--- src/rtl/gce_pkg.sv ---
package gce_pkg;
    typedef enum logic [2:0] {
        S_IDLE,
        S_SCAN,
        S_LOOKUP,
        S_MOVE,
        S_EMIT,
        S_FINISH
    } gce_state_t;
endpackage

--- src/rtl/gce_select.sv ---
module gce_select #(
    parameter int LBA_W = 16
) (
    input  logic             use_filter,
    input  logic             map_bit,
    input  logic [LBA_W-1:0] lba,
    input  logic [LBA_W-1:0] lo,
    input  logic [LBA_W-1:0] hi,
    output logic             hit
);
    always_comb begin
        if (use_filter) hit = (lba >= lo) && (lba <= hi);
        else            hit = map_bit;
    end
endmodule

--- src/rtl/gce_evq.sv ---
module gce_evq #(
    parameter int W     = 16,
    parameter int DEPTH = 4,
    localparam int PW   = (DEPTH > 1) ? $clog2(DEPTH) : 1,
    localparam int CW   = $clog2(DEPTH + 1)
) (
    input  logic         clk,
    input  logic         rst_n,
    input  logic         push,
    input  logic [W-1:0] din,
    output logic         full,
    input  logic         pop,
    output logic         valid,
    output logic [W-1:0] dout
);
    logic [W-1:0]  mem [DEPTH];
    logic [PW-1:0] wr_p, rd_p;
    logic [CW-1:0] fill;

    assign full  = (fill == CW'(DEPTH));
    assign valid = (fill != '0);
    assign dout  = mem[rd_p];

    always_ff @(posedge clk) begin
        if (!rst_n) begin
            wr_p <= '0;
            rd_p <= '0;
            fill <= '0;
        end else begin
            if (push && !full) begin
                mem[wr_p] <= din;
                wr_p <= (wr_p == PW'(DEPTH - 1)) ? '0 : wr_p + 1'b1;
            end
            if (pop && valid)
                rd_p <= (rd_p == PW'(DEPTH - 1)) ? '0 : rd_p + 1'b1;
            case ({push && !full, pop && valid})
                2'b10:   fill <= fill + 1'b1;
                2'b01:   fill <= fill - 1'b1;
                default: fill <= fill;
            endcase
        end
    end
endmodule

--- src/rtl/gc_copy_engine.sv ---
module gc_copy_engine
    import gce_pkg::*;
#(
    parameter int UNITS     = 16,
    parameter int SB_W      = 4,
    parameter int LBA_W     = 16,
    parameter int EVQ_DEPTH = 4,
    localparam int IDX_W    = $clog2(UNITS),
    localparam int PA_W     = SB_W + IDX_W
) (
    input  logic             clk,
    input  logic             rst_n,
    input  logic             cmd_valid,
    input  logic [SB_W-1:0]  cmd_src_sb,
    input  logic [SB_W-1:0]  cmd_dst_sb,
    input  logic [IDX_W:0]   cmd_dst_wp,
    input  logic             cmd_filter,
    input  logic [UNITS-1:0] cmd_bitmap,
    input  logic [LBA_W-1:0] cmd_lba_lo,
    input  logic [LBA_W-1:0] cmd_lba_hi,
    output logic             busy,
    output logic             md_req,
    output logic [PA_W-1:0]  md_addr,
    input  logic             md_rsp_valid,
    input  logic [LBA_W-1:0] md_lba,
    output logic             mv_req,
    output logic [PA_W-1:0]  mv_src,
    output logic [PA_W-1:0]  mv_dst,
    input  logic             mv_ack,
    output logic             ev_valid,
    input  logic             ev_ready,
    output logic [PA_W-1:0]  ev_old,
    output logic [PA_W-1:0]  ev_new,
    output logic             done,
    output logic [IDX_W:0]   done_count,
    output logic             done_partial,
    output logic [IDX_W:0]   done_next
);
    localparam logic [IDX_W:0] LIMIT = (IDX_W + 1)'(UNITS);

    gce_state_t       state, state_nx;
    logic [IDX_W:0]   idx, wp, cnt;
    logic [SB_W-1:0]  src_q, dst_q;
    logic             filter_q, partial_q;
    logic [UNITS-1:0] bitmap_q;
    logic [LBA_W-1:0] lo_q, hi_q;

    logic walk_end, dst_full, hit, take, skip, stop_full, q_full, push;
    logic [2*PA_W-1:0] ev_word;

    assign walk_end = (idx == LIMIT);
    assign dst_full = (wp == LIMIT);

    gce_select #(.LBA_W(LBA_W)) u_sel (
        .use_filter (filter_q),
        .map_bit    (bitmap_q[idx[IDX_W-1:0]]),
        .lba        (md_lba),
        .lo         (lo_q),
        .hi         (hi_q),
        .hit        (hit)
    );

    always_comb begin
        take = 1'b0;
        skip = 1'b0;
        if (state == S_SCAN && !walk_end && !filter_q) begin
            take = hit;
            skip = !hit;
        end else if (state == S_LOOKUP && md_rsp_valid) begin
            take = hit;
            skip = !hit;
        end
        stop_full = take && dst_full;
    end

    // state register
    always_ff @(posedge clk) begin
        if (!rst_n) state <= S_IDLE;
        else        state <= state_nx;
    end

    // next-state
    always_comb begin
        state_nx = state;
        unique case (state)
            S_IDLE:   if (cmd_valid) state_nx = S_SCAN;
            S_SCAN: begin
                if (walk_end)       state_nx = S_FINISH;
                else if (filter_q)  state_nx = S_LOOKUP;
                else if (stop_full) state_nx = S_FINISH;
                else if (take)      state_nx = S_MOVE;
            end
            S_LOOKUP: begin
                if (stop_full)  state_nx = S_FINISH;
                else if (take)  state_nx = S_MOVE;
                else if (skip)  state_nx = S_SCAN;
            end
            S_MOVE:   if (mv_ack)  state_nx = S_EMIT;
            S_EMIT:   if (!q_full) state_nx = S_SCAN;
            S_FINISH: state_nx = S_IDLE;
            default:  state_nx = S_IDLE;
        endcase
    end

    // outputs
    always_comb begin
        busy   = (state != S_IDLE);
        md_req = (state == S_LOOKUP);
        mv_req = (state == S_MOVE);
        done   = (state == S_FINISH);
        push   = (state == S_EMIT) && !q_full;
    end

    // walk datapath
    always_ff @(posedge clk) begin
        if (!rst_n) begin
            idx <= '0; wp <= '0; cnt <= '0; partial_q <= 1'b0;
            src_q <= '0; dst_q <= '0; filter_q <= 1'b0;
            bitmap_q <= '0; lo_q <= '0; hi_q <= '0;
        end else if (state == S_IDLE) begin
            if (cmd_valid) begin
                idx <= '0; cnt <= '0; partial_q <= 1'b0;
                wp <= cmd_dst_wp;
                src_q <= cmd_src_sb; dst_q <= cmd_dst_sb;
                filter_q <= cmd_filter; bitmap_q <= cmd_bitmap;
                lo_q <= cmd_lba_lo; hi_q <= cmd_lba_hi;
            end
        end else begin
            if (skip)      idx <= idx + 1'b1;
            if (stop_full) partial_q <= 1'b1;
            if (push) begin
                idx <= idx + 1'b1;
                wp  <= wp + 1'b1;
                cnt <= cnt + 1'b1;
            end
        end
    end

    assign md_addr      = {src_q, idx[IDX_W-1:0]};
    assign mv_src       = {src_q, idx[IDX_W-1:0]};
    assign mv_dst       = {dst_q, wp[IDX_W-1:0]};
    assign ev_word      = {mv_src, mv_dst};
    assign done_count   = cnt;
    assign done_partial = partial_q;
    assign done_next    = idx;

    logic [2*PA_W-1:0] ev_out;

    gce_evq #(.W(2*PA_W), .DEPTH(EVQ_DEPTH)) u_evq (
        .clk   (clk),
        .rst_n (rst_n),
        .push  (push),
        .din   (ev_word),
        .full  (q_full),
        .pop   (ev_ready),
        .valid (ev_valid),
        .dout  (ev_out)
    );

    assign ev_old = ev_out[2*PA_W-1:PA_W];
    assign ev_new = ev_out[PA_W-1:0];
endmodule

--- config.mk ---
export PLATFORM = sky130hd
export DESIGN_NAME = gc_copy_engine
export DESIGN_NICKNAME = d
export VERILOG_FILES = /design/src/rtl/gce_pkg.sv /design/src/rtl/gce_select.sv /design/src/rtl/gce_evq.sv /design/src/rtl/gc_copy_engine.sv
export SDC_FILE = /design/constraint.sdc
export NUM_CORES = 1
export LEC_CHECK = 0
export ABC_AREA = 1
export BUFFER_PORTS_ARGS = -buffer_cell sky130_fd_sc_hd__buf_4
export CAP_MARGIN = 5
export CORE_ASPECT_RATIO = 1.5
export CORE_MARGIN = 5
export CORE_UTILIZATION = 59
export DETAILED_ROUTE_END_ITERATION = 6
export PLACE_DENSITY = 0.85
export REMOVE_ABC_BUFFERS = 1
export SLEW_MARGIN = 20
export SYNTH_ARGS = -nofsm -noshare
export SYNTH_HDL_FRONTEND = slang
export SYNTH_SLANG_ARGS = --single-unit
--- constraint.sdc ---
create_clock -name clk -period 5.85 [get_ports clk]
set_clock_uncertainty 0.15 [all_clocks]
set_input_delay 0.585 -clock clk [delete_from_list [all_inputs] [get_ports clk]]
set_output_delay 0.585 -clock clk [all_outputs]
set_load 0.03 [all_outputs]
# Word level (Yosys, flattened, before mapping)
# Memory sizes are Yosys's and may differ from the RTL's. A register that Yosys moved wholly into a read port is not among the register bits.
# Cells that the tools add are included.
[totals]
memories = 1
reg_bits = 83
output_inout_bits = 56
input_bits = 84
ramBits = 64
[op_classes]
addsub = 7
order_cmp = 3
n_mux = 38
n_reduce_logical = 24
n_eq_ne = 17
[mem_list]
columns = ["name", "words", "width", "read_ports", "rd_clocked_by_memory_dff", "write_ports", "line", "rtl"]
rows = [
  ["u_evq.mem", 4, 16, 1, 1, 1, "gce_evq.sv:16", "logic [W-1:0] mem [DEPTH];"],
]
[ops]
columns = ["op", "n"]
rows = [
  ["$mux W5", 9],
  ["$mux W3", 10],
  ["$ge A16 B16 Y1", 1],
  ["$le A16 B16 Y1", 1],
  ["$add A5 B1 Y5 const B", 3],
  ["$pmux W3 S5", 1],
  ["$mux W1", 12],
  ["$eq A5 B5 Y1 const B", 2],
  ["$eq A3 B3 Y1 const B", 3],
  ["$reduce_bool A3 Y1", 3],
  ["$logic_and A1 B1 Y1", 8],
  ["$mux W2", 4],
  ["$reduce_and A2 Y1", 4],
  ["$eq A2 B2 Y1 const B", 3],
  ["$eq A3 B2 Y1 const B", 2],
  ["$pmux W3 S2", 1],
  ["$reduce_bool A2 Y1", 3],
  ["$lt A4 B5 Y1 const B", 1],
  ["$ne A5 B5 Y1 const B", 1],
  ["$reduce_and A5 Y1", 1],
  ["$add A2 B1 Y2 const B", 2],
  ["$bmux W1 S4", 1],
  ["$logic_not A1 Y1", 4],
  ["$ne A2 B2 Y1 const B", 2],
  ["other kinds (7)", 7],
]

# Logic depth before layout (Yosys ltp)
[depth]
depth_word = 10
ltp_mapped = 19
ltp_nobuf = 19

# Hierarchy
# Synthesis repeated with hierarchy kept, for this count alone.
[hier_totals]
cells_unflattened = 827
area_unflattened_um2 = 7083.0
[modules_own_cells]
columns = ["mod", "n_inst", "area_per_inst_um2", "cells_per_inst"]
rows = [
  ["gc_copy_engine", 1, 3355.7, 459],
  ["gce_evq", 1, 2861.5, 225],
  ["gce_select", 1, 865.8, 143],
]

# Worst setup path after synthesis
# No wires, ideal clock.
[synth_path]
kind = "register -> register"
start = "reg state[2]"
end = "mem u_evq.mem[0][0], enable pin"
required_time_ns = 5.311
n_path_buf = 0
path_slack_ns = 3.491
path_stages_with_launch = 5
arrival_ns = 1.820
cell_sequence = "dfxtp_1 > inv_2 > nor3_4 > nand2_1 > nor2_1"
[synth_between]
elab_chain_len = 6
[synth_lines]
columns = ["element", "line", "rtl"]
rows = [
  ["from (decl)", "gc_copy_engine.sv:41", "gce_state_t state, state_nx;"],
  ["from (signal assigned)", "gc_copy_engine.sv:79", "else state <= state_nx;"],
  ["$eq A3 B3 Y1", "gc_copy_engine.sv:111", "push = (state == S_EMIT) && !q_full;"],
  ["$logic_and A1 B1 Y1", "gc_copy_engine.sv:111", ""],
  ["$logic_and A1 B1 Y1", "gce_evq.sv:30", "if (push && !full) begin"],
  ["$mux W1", "gce_evq.sv:30", ""],
  ["$mux W1", "gce_evq.sv:25", "if (!rst_n) begin"],
  ["$mux W1 (implied by the code)", "gce_evq.sv:31", "mem[wr_p] <= din;"],
  ["to (decl)", "gce_evq.sv:16", ""],
]
# No other way between the ends.

==> metrics.md <==
| Metric | Value |
|---|---|
| Area grow syn2layout | `21.8%` |
| Num rows | `48` |
| Clock-pin slew of the registers on the worst-case setup and hold paths | `approximately 0.060 ns` |
| Initial antenna violation count | `0` |
| Number of post-CTS setup repair buffers | `0` |
| First-pass GRT wire length | `~25 mm` |
| Share of cells above drive strength 1 | `between 20% and 30%` |
| Critical Path Fanout Max | `33` |
| GRT Util Overall | `a little over a fifth` |
| Max-cap violations | `0` |
| Initial core utilization | `between 60 and 70%` |
| Worst Tran Pin Value | `a little under 1 ns` |
| Number of flops mapped to enable cells by yosys | `64` |
| Via count | `roughly 5600` |
| Hold Path Sink | `src_q[3]` |
| Post-DR wirelength/cell | `between 10 and 15 µm` |
| Via/cell ratio | `around 5.3` |
| Most frequent cells in the layout | `144 x buf_4, 104 x o21ai_0, 87 x inv_1, 86 x nor2_1, 85 x dfxtp_1` |
| Worst path buffer plus inverter count | `2` |
| Ys Warns | `0` |
| Min Tclk post-route | `between 3 and 4 ns` |
| Crit path largest cell delay | `0.97 ns` |
| VDD IR max | `approximately 0.00025 V` |
| Hold Path Origin | `cmd_src_sb[3]` |
| Ant. Diodes | `0` |
| # setup viols final | `0` |
| TritonCTS Sinks | `about 150` |
| Die height | `143 µm` |
| Max Transition Viols Final | `0` |
| Dpl hpwl | `10.6 mm` |
| Seq/Total Area, Yosys | `51.8%` |
| Root buffer cell | `clkbuf_16` |
| Placed Cells | `between 1000 and 1500` |
| RR Startpoint | `state[1]` |
| Core area | `between 0.01 and 0.015 mm²` |
| Setup_tns | `0 ns` |
| WP data arrival | `between 2 and 3 ns` |
| Gr ovfl total | `0` |
| CP delay by family, top | `flip-flops` |
| Mapped Area | `roughly 0.0070 mm²` |
| Number of nets in the layout | `a little over 1000` |
| Most used DFF post-synth | `dfxtp_1` |
| Worst-skew pair later-pin latency | `0.42 ns` |
| Critical Path, Cell by Cell | `inv_1 > o21ai_0 > o22ai_1 > buf_4` |
| Outcome | `finished, final reports clean` |
| CTS Buf Count | `17` |
| Reg2Reg Capture Point | `lo_q[14]` |
| # IOs | `140` |
| Final cell count without fillers | `between 1000 and 1500` |
| Post-CTS Resized | `0` |
| Top cells by area, synth | `edfxtp_1 27%, dfxtp_1 24%, ha_1 7.7%, o21ai_0 7.4%, a21oi_1 5.2%` |
| Final Hold Fails | `0` |
| RSZ-0062 raised after global routing | `no` |
| H-Tree Depth | `4` |
| Port Buffers | `about 140` |
| DRT Pass-1 Iters | `4` |
| Crit end category | `output port` |
| Leak pwr | `3.62 nW` |
| CTS tree | `built` |
| Core Util, Final | `between 70 and 80%` |
| CP Class | `register to output port` |
| Vias in the first global route | `around 5300` |
| Fraction of registers with async set/reset | `0%` |
| Die width | `between 90 and 100 µm` |
| Worst hold path class | `input pin to register` |
| Residual DRC | `0` |
| Avg Inst Size Synth | `~9 µm²` |
| R2R depth | `9` |
| Routability Congestion | `around 0.86` |
| Max Freq | `between 0.2 and 0.3 GHz` |
| DRT Wirelength | `around 15 mm` |
| Distinct cells, synth | `about 40` |
| Critical Path Source Type | `register` |
| Initial DRC Count | `approximately 300` |
| Clock Path Buffers | `2` |
| Mapped Cells | `~770` |
| Worst slew margin | `between 30% and 40%` |
| WHS Path Cells | `3` |
| Fin crit share | `approximately three fifths` |
| Largest net degree at the start of global routing | `71` |
| Area of the die | `about 0.014 mm²` |
| Most common cell after layout, fill and taps aside | `buf_4` |
| Slowest-stage cell, CP | `dfxtp_1` |
| Synth top area share | `between 20% and 30%` |
| DRT antenna net count | `0` |
| Cell Pwr Density | `442 mW/mm²` |
| Required time worst endpoint | `around 5 ns` |
| #FFs+latches synth | `~150` |
| Reg2reg setup slack | `around 3.0 ns` |
| Synth area leader | `edfxtp_1` |
| Hold Buf Count CTS | `0` |
[cell type report]
type                            instances  area (µm²)
Timing Repair Buffer                  144        1080
Inverter                               95         359
Clock buffer                           17         425
Tap cell                              150         188
Multi-Input combinational cell        479        2730
Sequential cell                       149        3620
Fill cell                             848        3070
Clock inverter                         14         119
[tightest hold or removal path, cell delays in order]
cell    delay (ns)
buf_4         0.07
nor2_1        0.03
nor2_1        0.08
[worst max path at each step]
stage,to,startpoint,slack [ns],depth (start not counted)
2_1_floorplan,done_count[2],state[0],2.91,8
3_3_place_gp,ev_old[3],register,2.89,4
3_5_place_dp,ev_old[1],register,2.82,4
4_1_cts,ev_old[1],register,2.38,4
5_1_grt,ev_new[6],register,2.11,4
6_report,ev_old[1],register,2.39,4
[metrics by stage]
step           hold slack (ns)  setup slack (ns)  total power (W)  cell area, µm²
2_1_floorplan            0.273              2.91          0.00232            6710
3_3_place_gp             0.285              2.89          0.00274            7980
3_5_place_dp             0.290              2.82          0.00278            7980
4_1_cts                  0.227              2.38          0.00378            8520
5_1_grt                  0.233              2.11          0.00401            8520
6_report                 0.236              2.39          0.00376            8520
[routing by layer]
layer	up-vias	GRT usage, %	routed length [µm]
met1	2544	25.6	5940
met5	-	0	0
met3	20	5.68	1040
met2	178	39.3	8110
met4	0	6.98	208
li1	2844	-	-
[Yosys cell counts, types with 16 or more instances]
master,count
nand2_1,72
ha_1,43
inv_1,88
nand3_1,20
buf_4,16
o21ai_0,104
edfxtp_1,64
o22ai_1,16
dfxtp_1,85
clkbuf_1,21
a21oi_1,73
nor2_1,86
[cell families (layout without fill, tap and decap cells)]
group / after synthesis / count (layout) / share of synthesized area [%]
AOI/OAI and AO/OA: 215 / 215 / 16.5
adders and majority gates: 44 / 44 / 7.98
and+or+nand+nor: 216 / 216 / 14.0
DFF: 149 / 149 / 51.8
buffers and inverters: 145 / 270 / 9.25
xor gates and xnor gates: 4 / 4 / 0.501
[power breakdown]
group,switching [W],internal (W)
Clock,0.000446,0.000551
Sequential,0.000146,0.00127
Combinational,0.000873,0.000475
Total,0.00146,0.00230
[state kept, by name, summed over array words and instances (netlist names), 4 cells and up, named ones only]
register,cells
bitmap_q,16
done_count,5
done_next,5
dst_q,4
hi_q,16
lo_q,16
src_q,4
u_evq.mem,64
wp,5
Power figures use the tool's default switching activity.
